[config.mk]
export PLATFORM = sky130hd
export DESIGN_NAME = cyc_dma
export DESIGN_NICKNAME = d
export VERILOG_FILES = /design/src/rtl/cyc_dma_pkg.sv /design/src/rtl/cyc_dma_ctrl.sv /design/src/rtl/cyc_dma_dp.sv /design/src/rtl/cyc_dma.sv
export SDC_FILE = /design/constraint.sdc
export NUM_CORES = 1
export LEC_CHECK = 0
export ABC_AREA = 1
export BUFFER_PORTS_ARGS = -buffer_cell sky130_fd_sc_hd__buf_4
export CAP_MARGIN = 20
export CORE_MARGIN = 4
export CORE_UTILIZATION = 55
export DETAILED_ROUTE_END_ITERATION = 16
export GPL_TIMING_DRIVEN = 0
export PLACE_DENSITY = 0.94
export SLEW_MARGIN = 40
export SYNTH_ARGS = -nofsm -noshare
export SYNTH_HDL_FRONTEND = slang
export SYNTH_HIERARCHICAL = 1
export SYNTH_SLANG_ARGS = --single-unit
[constraint.sdc]
create_clock -name clk -period 5.7 [get_ports clk]
set_input_delay 1.14 -clock clk [delete_from_list [all_inputs] [get_ports clk]]
set_output_delay 1.14 -clock clk [all_outputs]
set_load 0.005 [all_outputs]
[src/rtl/cyc_dma_pkg.sv]
package cyc_dma_pkg;

  typedef enum logic [1:0] {
    ST_IDLE    = 2'd0,
    ST_WAITDEV = 2'd1,
    ST_REQ     = 2'd2,
    ST_XFER    = 2'd3
  } dmaState_t;

  typedef struct packed {
    logic ldMode;
    logic ldAddr;
    logic ldCnt;
    logic step;
    logic xfer;
  } dmaStrobe_t;

  localparam logic [1:0] SEL_MODE = 2'd0;
  localparam logic [1:0] SEL_ADDR = 2'd1;
  localparam logic [1:0] SEL_CNT  = 2'd2;
  localparam logic [1:0] SEL_CMD  = 2'd3;

endpackage

[src/rtl/cyc_dma_ctrl.sv]
module cyc_dma_ctrl
  import cyc_dma_pkg::*;
#(
  parameter int REG_W = 16
) (
  input  logic             clk,
  input  logic             rstN,
  input  logic             cfgWe,
  input  logic [1:0]       cfgSel,
  input  logic [REG_W-1:0] cfgWdata,
  input  logic             busGnt,
  input  logic             devReady,
  input  logic             cntZero,
  input  logic             cntOne,
  output dmaStrobe_t       st,
  output logic             busReq,
  output logic             busy,
  output logic             irq
);

  dmaState_t state;
  logic cmdWr, startCmd, clrCmd;

  assign busy     = (state != ST_IDLE);
  assign cmdWr    = cfgWe && (cfgSel == SEL_CMD);
  assign startCmd = cmdWr && cfgWdata[0] && !busy;
  assign clrCmd   = cmdWr && cfgWdata[1];
  assign busReq   = (state == ST_REQ) || (state == ST_XFER);

  always_comb begin
    st        = '0;
    st.ldMode = cfgWe && (cfgSel == SEL_MODE) && !busy;
    st.ldAddr = cfgWe && (cfgSel == SEL_ADDR) && !busy;
    st.ldCnt  = cfgWe && (cfgSel == SEL_CNT)  && !busy;
    st.xfer   = (state == ST_XFER);
    st.step   = (state == ST_XFER);
  end

  always_ff @(posedge clk or negedge rstN) begin
    if (!rstN) begin
      state <= ST_IDLE;
      irq   <= 1'b0;
    end else begin
      if (clrCmd) irq <= 1'b0;
      unique case (state)
        ST_IDLE: begin
          if (startCmd) begin
            if (cntZero) irq   <= 1'b1;
            else         state <= ST_WAITDEV;
          end
        end
        ST_WAITDEV: if (devReady) state <= ST_REQ;
        ST_REQ:     if (busGnt)   state <= ST_XFER;
        ST_XFER: begin
          if (cntOne) begin
            state <= ST_IDLE;
            irq   <= 1'b1;
          end else begin
            state <= ST_WAITDEV;
          end
        end
        default: state <= ST_IDLE;
      endcase
    end
  end

endmodule

[src/rtl/cyc_dma_dp.sv]
module cyc_dma_dp
  import cyc_dma_pkg::*;
#(
  parameter int ADDR_W = 16,
  parameter int CNT_W  = 16,
  parameter int DEV_N  = 4,
  parameter int REG_W  = 16,
  localparam int DEV_W = (DEV_N > 1) ? $clog2(DEV_N) : 1
) (
  input  logic              clk,
  input  logic              rstN,
  input  dmaStrobe_t        st,
  input  logic [1:0]        cfgSel,
  input  logic [REG_W-1:0]  cfgWdata,
  input  logic [1:0]        statusBits,
  input  logic [DEV_N-1:0]  devReq,
  input  logic [7:0]        devRdata,
  input  logic [7:0]        memRdata,
  output logic [REG_W-1:0]  regRdata,
  output logic [ADDR_W-1:0] memAddr,
  output logic              memWe,
  output logic [7:0]        memWdata,
  output logic [DEV_N-1:0]  devAck,
  output logic [7:0]        devWdata,
  output logic              devReady,
  output logic              cntZero,
  output logic              cntOne
);

  logic              dirQ;
  logic [DEV_W-1:0]  devQ;
  logic [ADDR_W-1:0] addrQ;
  logic [CNT_W-1:0]  cntQ;

  always_ff @(posedge clk or negedge rstN) begin
    if (!rstN) begin
      dirQ  <= 1'b0;
      devQ  <= '0;
      addrQ <= '0;
      cntQ  <= '0;
    end else begin
      if (st.ldMode) begin
        dirQ <= cfgWdata[0];
        devQ <= cfgWdata[DEV_W:1];
      end
      if (st.ldAddr) addrQ <= cfgWdata[ADDR_W-1:0];
      else if (st.step) addrQ <= addrQ + 1'b1;
      if (st.ldCnt) cntQ <= cfgWdata[CNT_W-1:0];
      else if (st.step) cntQ <= cntQ - 1'b1;
    end
  end

  assign cntZero  = (cntQ == '0);
  assign cntOne   = (cntQ == CNT_W'(1));
  assign devReady = devReq[devQ];
  assign memAddr  = addrQ;
  assign memWe    = st.xfer && !dirQ;
  assign memWdata = devRdata;
  assign devWdata = memRdata;

  for (genvar i = 0; i < DEV_N; i++) begin : g_ack
    assign devAck[i] = st.xfer && (devQ == DEV_W'(i));
  end

  always_comb begin
    unique case (cfgSel)
      SEL_MODE: regRdata = REG_W'({devQ, dirQ});
      SEL_ADDR: regRdata = REG_W'(addrQ);
      SEL_CNT:  regRdata = REG_W'(cntQ);
      default:  regRdata = REG_W'(statusBits);
    endcase
  end

endmodule

[src/rtl/cyc_dma.sv]
module cyc_dma
  import cyc_dma_pkg::*;
#(
  parameter int ADDR_W = 16,
  parameter int CNT_W  = 16,
  parameter int DEV_N  = 4,
  parameter int REG_W  = 16
) (
  input  logic              clk,
  input  logic              rstN,
  input  logic              cfgWe,
  input  logic [1:0]        cfgSel,
  input  logic [REG_W-1:0]  cfgWdata,
  output logic [REG_W-1:0]  regRdata,
  output logic              busReq,
  input  logic              busGnt,
  output logic              memEn,
  output logic              memWe,
  output logic [ADDR_W-1:0] memAddr,
  output logic [7:0]        memWdata,
  input  logic [7:0]        memRdata,
  input  logic [DEV_N-1:0]  devReq,
  output logic [DEV_N-1:0]  devAck,
  input  logic [7:0]        devRdata,
  output logic [7:0]        devWdata,
  output logic              irq
);

  dmaStrobe_t st;
  logic busy, devReady, cntZero, cntOne;

  cyc_dma_ctrl #(.REG_W(REG_W)) u_ctrl (
    .clk(clk), .rstN(rstN), .cfgWe(cfgWe), .cfgSel(cfgSel),
    .cfgWdata(cfgWdata), .busGnt(busGnt), .devReady(devReady),
    .cntZero(cntZero), .cntOne(cntOne), .st(st), .busReq(busReq),
    .busy(busy), .irq(irq)
  );

  cyc_dma_dp #(.ADDR_W(ADDR_W), .CNT_W(CNT_W), .DEV_N(DEV_N), .REG_W(REG_W)) u_dp (
    .clk(clk), .rstN(rstN), .st(st), .cfgSel(cfgSel), .cfgWdata(cfgWdata),
    .statusBits({busy, irq}), .devReq(devReq), .devRdata(devRdata),
    .memRdata(memRdata), .regRdata(regRdata), .memAddr(memAddr),
    .memWe(memWe), .memWdata(memWdata), .devAck(devAck),
    .devWdata(devWdata), .devReady(devReady), .cntZero(cntZero),
    .cntOne(cntOne)
  );

  assign memEn = st.xfer;

endmodule

**Yosys cells after proc, flatten, opt, wreduce, memory -nomap -nowiden**

Cells that the tools add are included.

- Input port bits: 42
- Output and inout bits: 56
- Register bits after elaboration: 38
- Logic and storage cells: 67

- $add $sub $neg: 2
- Equality and inequality tests: 14
- Multiplexer cells: 18
- Magnitude comparators: 1
- Reduce and logical (&&, ||, !) cells: 26

Operators by type and width:

| kind | number |
|---|---|
| $mux W16 | 4 |
| $pmux W16 S3 | 1 |
| $add A16 B1 Y16 const B | 1 |
| $eq A16 B1 Y1 const B | 1 |
| $logic_not A16 Y1 | 1 |
| $sub A16 B1 Y16 const B | 1 |
| $logic_and A1 B1 Y1 | 15 |
| $eq A2 B2 Y1 const B | 6 |
| $mux W2 | 4 |
| $pmux W2 S4 | 1 |
| $eq A2 B1 Y1 const B | 3 |
| $logic_not A2 Y1 | 3 |
| $mux W1 | 6 |
| $ne A2 B2 Y1 const B | 3 |
| $reduce_bool A2 Y1 | 3 |
| $reduce_and A4 Y1 | 1 |
| $lt A2 B3 Y1 const B | 1 |
| $bmux W1 S2 | 1 |
| $logic_not A1 Y1 | 2 |
| $ne A2 B1 Y1 const B | 1 |
| $pmux W1 S2 | 1 |
| $logic_or A1 B1 Y1 | 1 |

**Depth between registers and ports, before layout**

Gate-level depths: netlist of run 1.

- Word-level depth: 7
- Mapped depth: 12
- Depth with buffers taken out: 12

**Hierarchy**

The synthesis of run 1 kept the hierarchy.

By module, submodules not included:

| module | area each (µm²) | instances | cells an instance | sequential area each (µm²) |
|---|---|---|---|---|
| cyc_dma_dp | 2647.5 | 1 | 386 | 875.8 |
| cyc_dma_ctrl | 342.8 | 1 | 52 | 75.1 |

**Worst setup path before layout of run 1**

No wires, ideal clock.

- Path type: input to output
- From: input port cfgSel[0]
- To: output port regRdata[10]
- Cell stages on the path: 5
- Data required time: 4.560 ns
- Setup slack: 2.874 ns
- Path buffers: 1
- Arrival: 1.686 ns
- Path through: inv_1 -> nor2_2 -> inv_1 -> buf_2 -> o22ai_1

- Cells in the longest elaborated chain, start to end: 2
- Elaborated cells between the ends (all ways): 4
- Those cells by class: eq/ne: 2; mux: 1; reduce/logical: 1

RTL lines:

| element | RTL line | text |
|---|---|---|
| from (decl) | cyc_dma.sv:12 | `input logic [1:0] cfgSel,` |
| $eq A2 B2 Y1, or another cell as far along | cyc_dma_dp.sv:66 | `unique case (cfgSel)` |
| $pmux W16 S3 (*) | cyc_dma_dp.sv:66 |  |
| to (decl) | cyc_dma.sv:14 | `output logic [REG_W-1:0] regRdata,` |

Every way passes the cells marked *; elsewhere a longest branch is shown, timed or not.

**Worst setup path after layout of run 1**

- From: input port cfgSel[0]
- To: output port regRdata[6]

The elaborated chain is that of the path after synthesis.

==> metrics, run 1 <==
Final setup viols=0; share of flip-flops with an asynchronous set or reset=100%; Seq cells post-synth=38; nets=576; Crit path max-delay family=buffers and inverters; top sig layer=met4; synth warn=6; WL final=9.21 mm; final std cells w/o fill=596; worst path buffer plus inverter count=5; setup slack, reg-to-reg=3310 ps; max capacitance violation total=0; post-route cell area=0.00377 mm2; Setup crit start=cfgSel[0]; slowest stage delay, CP=220 ps; post-DR wirelength/cell=15.5 um; Post-CTS Hold Fix Bufs=0; commonest non-fill, non-tap cell in the layout=nand2_1; DRC=0; global-route wire length before repair=14.7 mm; hold crit path type=register to register; largest net degree at the start of global routing=39; Slew @ Worst Pin=807 ps; FF-to-FF End=u_dp/memAddr[5]; EDFF count, synth=0; row count=26; Reg clk slew, reported paths=70 ps; post-CTS resize count=0; final count of pins violating max slew=0; 1st-pass router iterations=8; hold worst-path end=u_dp/cntQ[15]; CP Data Arrival Time=2230 ps; die area=0.00668 mm2; PD cells=437 mW/mm2; internal power=0.850 mW; I/O Pins=98; Area growth syn-to-layout=26.0%; Starting Density=57.8%; fraction of layout cells with a size suffix above 1=27.4%; Mapped Cells=438; Switching Share=48.4%; root buffer cell=clkbuf_8; post-synth cell types=31; met2 routed WL=4.28 mm; Hold Vio Cnt, Final=0; hold path depth=2; register share of total power=32.9%; vias in the first global route=3123; power share of the clock group=10.8%; met1 wire length=3.54 mm; Slew headroom=45.7%; RSZ-0062 raised after global routing=no; status=finished, final reports clean; Die X=81.7 um; Total GRT Usage=28.6%; PortBufs=81; post-synth top area share=31.8%; GPL Wtd Cong=0.904; DP Cell Count=589; die height=81.7 um; Logic pwr share=56.3%; dominant synthesized flop cell=dfrtp_1; maximum VDD drop=0.000263 V; critical setup path kind=input port to primary output; initial antenna violation count=0; clk sink count=38; post-CTS setup buffer count=0; maximum fanout along the worst path=10; register area share after synthesis=31.8%; synthesized area=0.00299 mm2; mean post-synth cell area=6.83 um2; hold wc startpoint=u_dp/cntQ[15]; CP startpoint kind=input port; top cells by area, synth=dfrtp_1 32%, nand2_1 16%, nand3_1 7.5%, inv_1 6.0%, buf_4 4.8%; Fin Setup TNS=0 ps; FMAX=296 MHz; total gr overflow=0; Core Box Area=0.00517 mm2; Max stage delay cell, worst path=o22ai_1; H-tree Lvls=2; clk_skew=5.27 ps; ANT cells=0; antenna viol nets, final=0; Final min period=3370 ps; CTS Buf Count=5; R2R depth=9; net switching power=0.798 mW; P_leak=1.89 nW; crit path cell chain=buf_4 > inv_1 > nor2_2 > inv_1 > buf_2 > o22ai_1 > buf_4; Vias=3410; met3 WL post-DR=1.14 mm; post-layout util=72.9%; Worst Path Required=4560 ps; crit end category=primary output; clock insertion delay at the later pin of the skew report=290 ps; area leader, netlist=dfrtp_1; post-DR vias/cell=5.72; commonest cells after routing, fill and taps aside=125 x nand2_1, 100 x buf_4, 48 x inv_1; final hold slack=549 ps; initial DRC count=403; synthesized net count=488; placed wire-length estimate=7.12 mm; Post-DP Area=0.00369 mm2; maximum clock insertion buffer count=2; CTS tree=built; Crit Reg-Reg Startpoint=u_ctrl/state[0]; post-route clock period utilization=59.2%
[final cells by class]
type                       instances  area (um2)
buffer                            24         171
clock buffer                       7        76.3
fill                             430        1400
inverter                          57         214
multi-input combinational        319        1660
sequential                        38         951
tap                               70        87.6
timing repair buffer              81         608
[per-layer routing]
layer / track usage [%] / up-vias
met5: 0 / -
met4: 8.31 / 0
met3: 5.59 / 33
met2: 47.6 / 247
met1: 37.6 / 1528
li1: - / 1602
[registers in the layout, summed over array words and instances, names as in the netlist]
| register | cells |
|---|---|
| u_ctrl/irq | 1 |
| u_dp/dirQ | 1 |
| u_ctrl/state | 2 |
| u_dp/devQ | 2 |
| u_dp/memAddr | 16 |
| u_dp/cntQ | 16 |
[cell usage after synthesis, types with 4 or more instances]
cell and count:
a21oi_1 5, nor2_4 6, buf_4 19, o21ai_1 4, nand3_1 45, o22ai_1 12
o211ai_1 5, xor2_1 5, dfrtp_1 38, nand4_1 8, nor2_2 8, inv_1 48
nand2_2 8, nand2_1 125, o21ai_0 10, a22oi_1 17, nor2_1 35, ha_1 8
inv_2 9, nor3_1 6
[worst min-delay path, delay by kind of cell (launching register included)]
| kind | cells | cell delay (ps) |
|---|---|---|
| AOI/OAI and AO/OA | 1 | 80 |
| and+or+nand+nor | 1 | 60 |
| DFF | 1 | 380 |
[power groups by stage]
stage,logic [mW],registers [mW],clock network [mW]
6_report,0.928,0.542,0.179
5_1_grt,1.03,0.559,0.196
4_1_cts,0.918,0.537,0.183
3_5_place_dp,0.911,0.541,0
3_3_place_gp,0.887,0.536,0
2_1_floorplan,0.601,0.507,0
[per-stage QoR]
step	worst slack (ps)	total power, mW
after detailed placement	2360	1.45
final	2330	1.65
after floorplan	2870	1.11
after global placement	2420	1.42
after CTS	2350	1.64
after global routing	2240	1.79
[cell families (layout without fill, tap and decap cells)]
kind of cell               Yosys count  after routing  synth area share [%]
xor gates and xnor gates             6              6                  1.76
buffers and inverters               81            169                  12.9
adders and majority gates            8              8                  3.35
AOI/OAI and AO/OA                   57             57                  12.4
muxes                                1              1                 0.377
DFF                                 38             38                  31.8
and+or+nand+nor                    247            247                  37.4
[how the worst max path moves through the flow]
stage               depth (start not counted)  slack, ps            to
finish                                      7       2330   regRdata[6]
CTS                                         7       2350   regRdata[6]
floorplan                                   5       2870  regRdata[10]
detailed placement                          7       2360   regRdata[6]
global placement                            7       2420   regRdata[6]
global route                                7       2240   regRdata[6]
No activity file was read; power rests on OpenSTA's default activity.
==> run 2, diff against run 1 <==
Settings changed: ABC_AREA 1 to 0, CORE_UTILIZATION 55 to 50, PLACE_DENSITY 0.94 to 0.89.
Clock period 5.7 ns to 3.25 ns, I/O delays scaled along.
==> run 2 against run 1 <==
Design area down 9.8%. Global-route usage down 3.8 points. Cell count down 26%. Critical path depth down 2. Clock-buffer cell count down 1. Register-to-register slack worse by 2500 ps.
==> metrics, run 2 <==
complex-gate fraction of the synthesized area=14.6%; area leader, netlist=dfrtp_1; status=finished, final reports clean; root buffer cell=clkbuf_8; max capacitance violation total=0; Fin Setup TNS=0 ps; Synth Area in Adders=3.84%; post-DR vias/cell=5.96; critical setup path kind=register to primary output; vias in the first global route=2554; commonest non-fill, non-tap cell in the layout=buf_4; Synth Area in XOR/XNOR=8.73%; Slew @ Worst Pin=748 ps; FMAX=395 MHz; main combinational cell family by area after synthesis=simple AND/OR/NAND/NOR gates; Reg area=951 um2; CP startpoint kind=register; Reg clk slew, reported paths=80 ps; clk sink count=38; H-tree Lvls=2; DRC=0; top post-synthesis cells by count=38 x dfrtp_1, 38 x nand2_1, 31 x o21ai_0, 17 x buf_4, 15 x xor2_1; fraction of layout cells with a size suffix above 1=34.1%; register share of total power=41.3%; net switching power=1.15 mW; row count=26; I/O Pins=98; Core Box Area=0.00507 mm2; hold crit path type=input port to async pin; CP Data Arrival Time=1880 ps; Mapped Cells=281; internal power=1.57 mW; initial antenna violation count=0; WL final=7.62 mm; antenna viol nets, final=0; die height=80.2 um; crit end category=primary output; post-CTS resize count=0; post-CTS setup buffer count=0; mux contribution to synthesized area=5.95%; Seq cells post-synth=38; mean post-synth cell area=9.28 um2; power share of the clock group=12.7%; Most common cell on crit path=inv_1; RSZ-0062 raised after global routing=no; maximum clock insertion buffer count=2; initial DRC count=237; maximum VDD drop=0.000312 V; global-route wire length before repair=12.4 mm; die area=0.00643 mm2; Die X=80.2 um; CTS Buf Count=5; PD cells=799 mW/mm2; maximum fanout along the worst path=5; clk_skew=2.41 ps; Starting Density=51.4%; nets=419; post-synth cell types=45; crit path cell chain=inv_1 > ha_1 > inv_1 > mux4_2 > buf_4; Switching Share=42.3%; GPL Wtd Cong=0.984; Worst Path Required=2600 ps; synth warn=6; total gr overflow=0; register area share after synthesis=36.5%; Final min period=2530 ps; 1st-pass router iterations=5; final hold slack=306 ps; fill count=420; synthesized net count=331; Area growth syn-to-layout=30.3%; P_leak=1.46 nW; area of the multi-input gates=0.00146 mm2; dominant synthesized flop cell=dfrtp_1; simple logic cell fraction of the synthesized area=23.0%; commonest cells after routing, fill and taps aside=98 x buf_4, 38 x nand2_1, 38 x dfrtp_1; Slew headroom=49.4%; Max stage delay cell, worst path=mux4_2; Vias=2621; largest net degree at the start of global routing=39; post-route clock period utilization=77.9%; ANT cells=0; slowest stage delay, CP=480 ps; clock insertion delay at the later pin of the skew report=300 ps; Final setup viols=0; Post-CTS Hold Fix Bufs=0; PortBufs=81; post-synth top area share=36.5%; placed wire-length estimate=5.85 mm; final count of pins violating max slew=0; post-DR wirelength/cell=17.3 um; Logic pwr share=46.0%; share of flip-flops with an asynchronous set or reset=100%; Hold Vio Cnt, Final=0; top cells by area, synth=dfrtp_1 36%, o21ai_0 6.0%, nand2_1 5.5%, xor2_1 5.0%, buf_4 4.9%; EDFF count, synth=0; CTS tree=built; Total GRT Usage=24.8%; synthesized area=0.00261 mm2
[run 2: changes by cell type after synthesis, moves of 8 or more]
cell	previous run	this run
nand2_1	125	38
inv_1	48	8
nand3_1	45	7
nor2_1	35	10
o21ai_0	10	31
a22oi_1	17	1
a22o_1	0	13
o22ai_1	12	0
xnor2_1	1	11
xor2_1	5	15
inv_2	9	0
nand2_2	8	0
nor2_2	8	0
[run 2: cell families (layout without fill, tap and decap cells)]
logic type,Yosys count,after routing
adders and majority gates,8,8
and+or+nand+nor,107,107
xor gates and xnor gates,26,26
muxes,11,11
AOI/OAI and AO/OA,57,57
DFF,38,38
buffers and inverters,34,123
[run 2: through the flow]
step	area [um2]	std cells	setup WS, ps	power, mW	utilization, %
final	3400	440	717	2.72	67.0
after global routing	3400	440	635	2.90	67.0
after CTS	3400	440	717	2.69	67.0
after detailed placement	3300	432	758	2.35	65.1
after global placement	3300	432	776	2.27	65.1
after floorplan	2610	281	1230	1.74	-
[run 2: critical path, delay by kind of cell (launching register included)]
kind | cells | cell delay [ps]
mux | 1 | 480
fa+ha+maj | 1 | 300
buf+inv | 3 | 410
flops | 1 | 410
[run 2: final cells by class]
type                       count  area share [%]
clock buffer                   6            2.43
inverter                       8           0.884
buffer                        26            4.79
tap                           70            2.58
timing repair buffer          81            17.9
multi-input combinational    209            43.1
sequential                    38            28.0
clock inverter                 2           0.368
[run 2: path summary, 6_finish.rpt]
kind | start | slack (ps) | endpoint | cells past startpoint
min in group clk | cfgWdata[3] | 570 | u_dp/cntQ[3] | 3
worst min register to register | u_dp/dirQ | 580 | u_dp/dirQ | 1
worst min-delay path | rstN | 310 | u_dp/memAddr[13] | 1
worst max-delay path | u_ctrl/state[0] | 720 | regRdata[1] | 5
max in group asynchronous | rstN | 2600 | u_ctrl/state[1] | 1
worst max register to register | u_dp/cntQ[6] | 770 | u_ctrl/state[0] | 7
[run 2: power groups by stage]
| stage | registers (mW) | logic, mW | clock network [mW] |
|---|---|---|---|
| global route | 1.16 | 1.36 | 0.372 |
| floorplan | 1.01 | 0.734 | 0 |
| detailed placement | 1.11 | 1.24 | 0 |
| finish | 1.12 | 1.25 | 0.345 |
| CTS | 1.10 | 1.25 | 0.345 |
| global placement | 1.09 | 1.18 | 0 |
[run 2: metal layers]
metal,vias to the layer above,track usage (%),part of all wire (%)
met1,1246,30.3,37
met3,31,4.15,8.8
met5,-,0,0
li1,1173,-,-
met2,171,43.2,51
met4,0,9.80,2.9
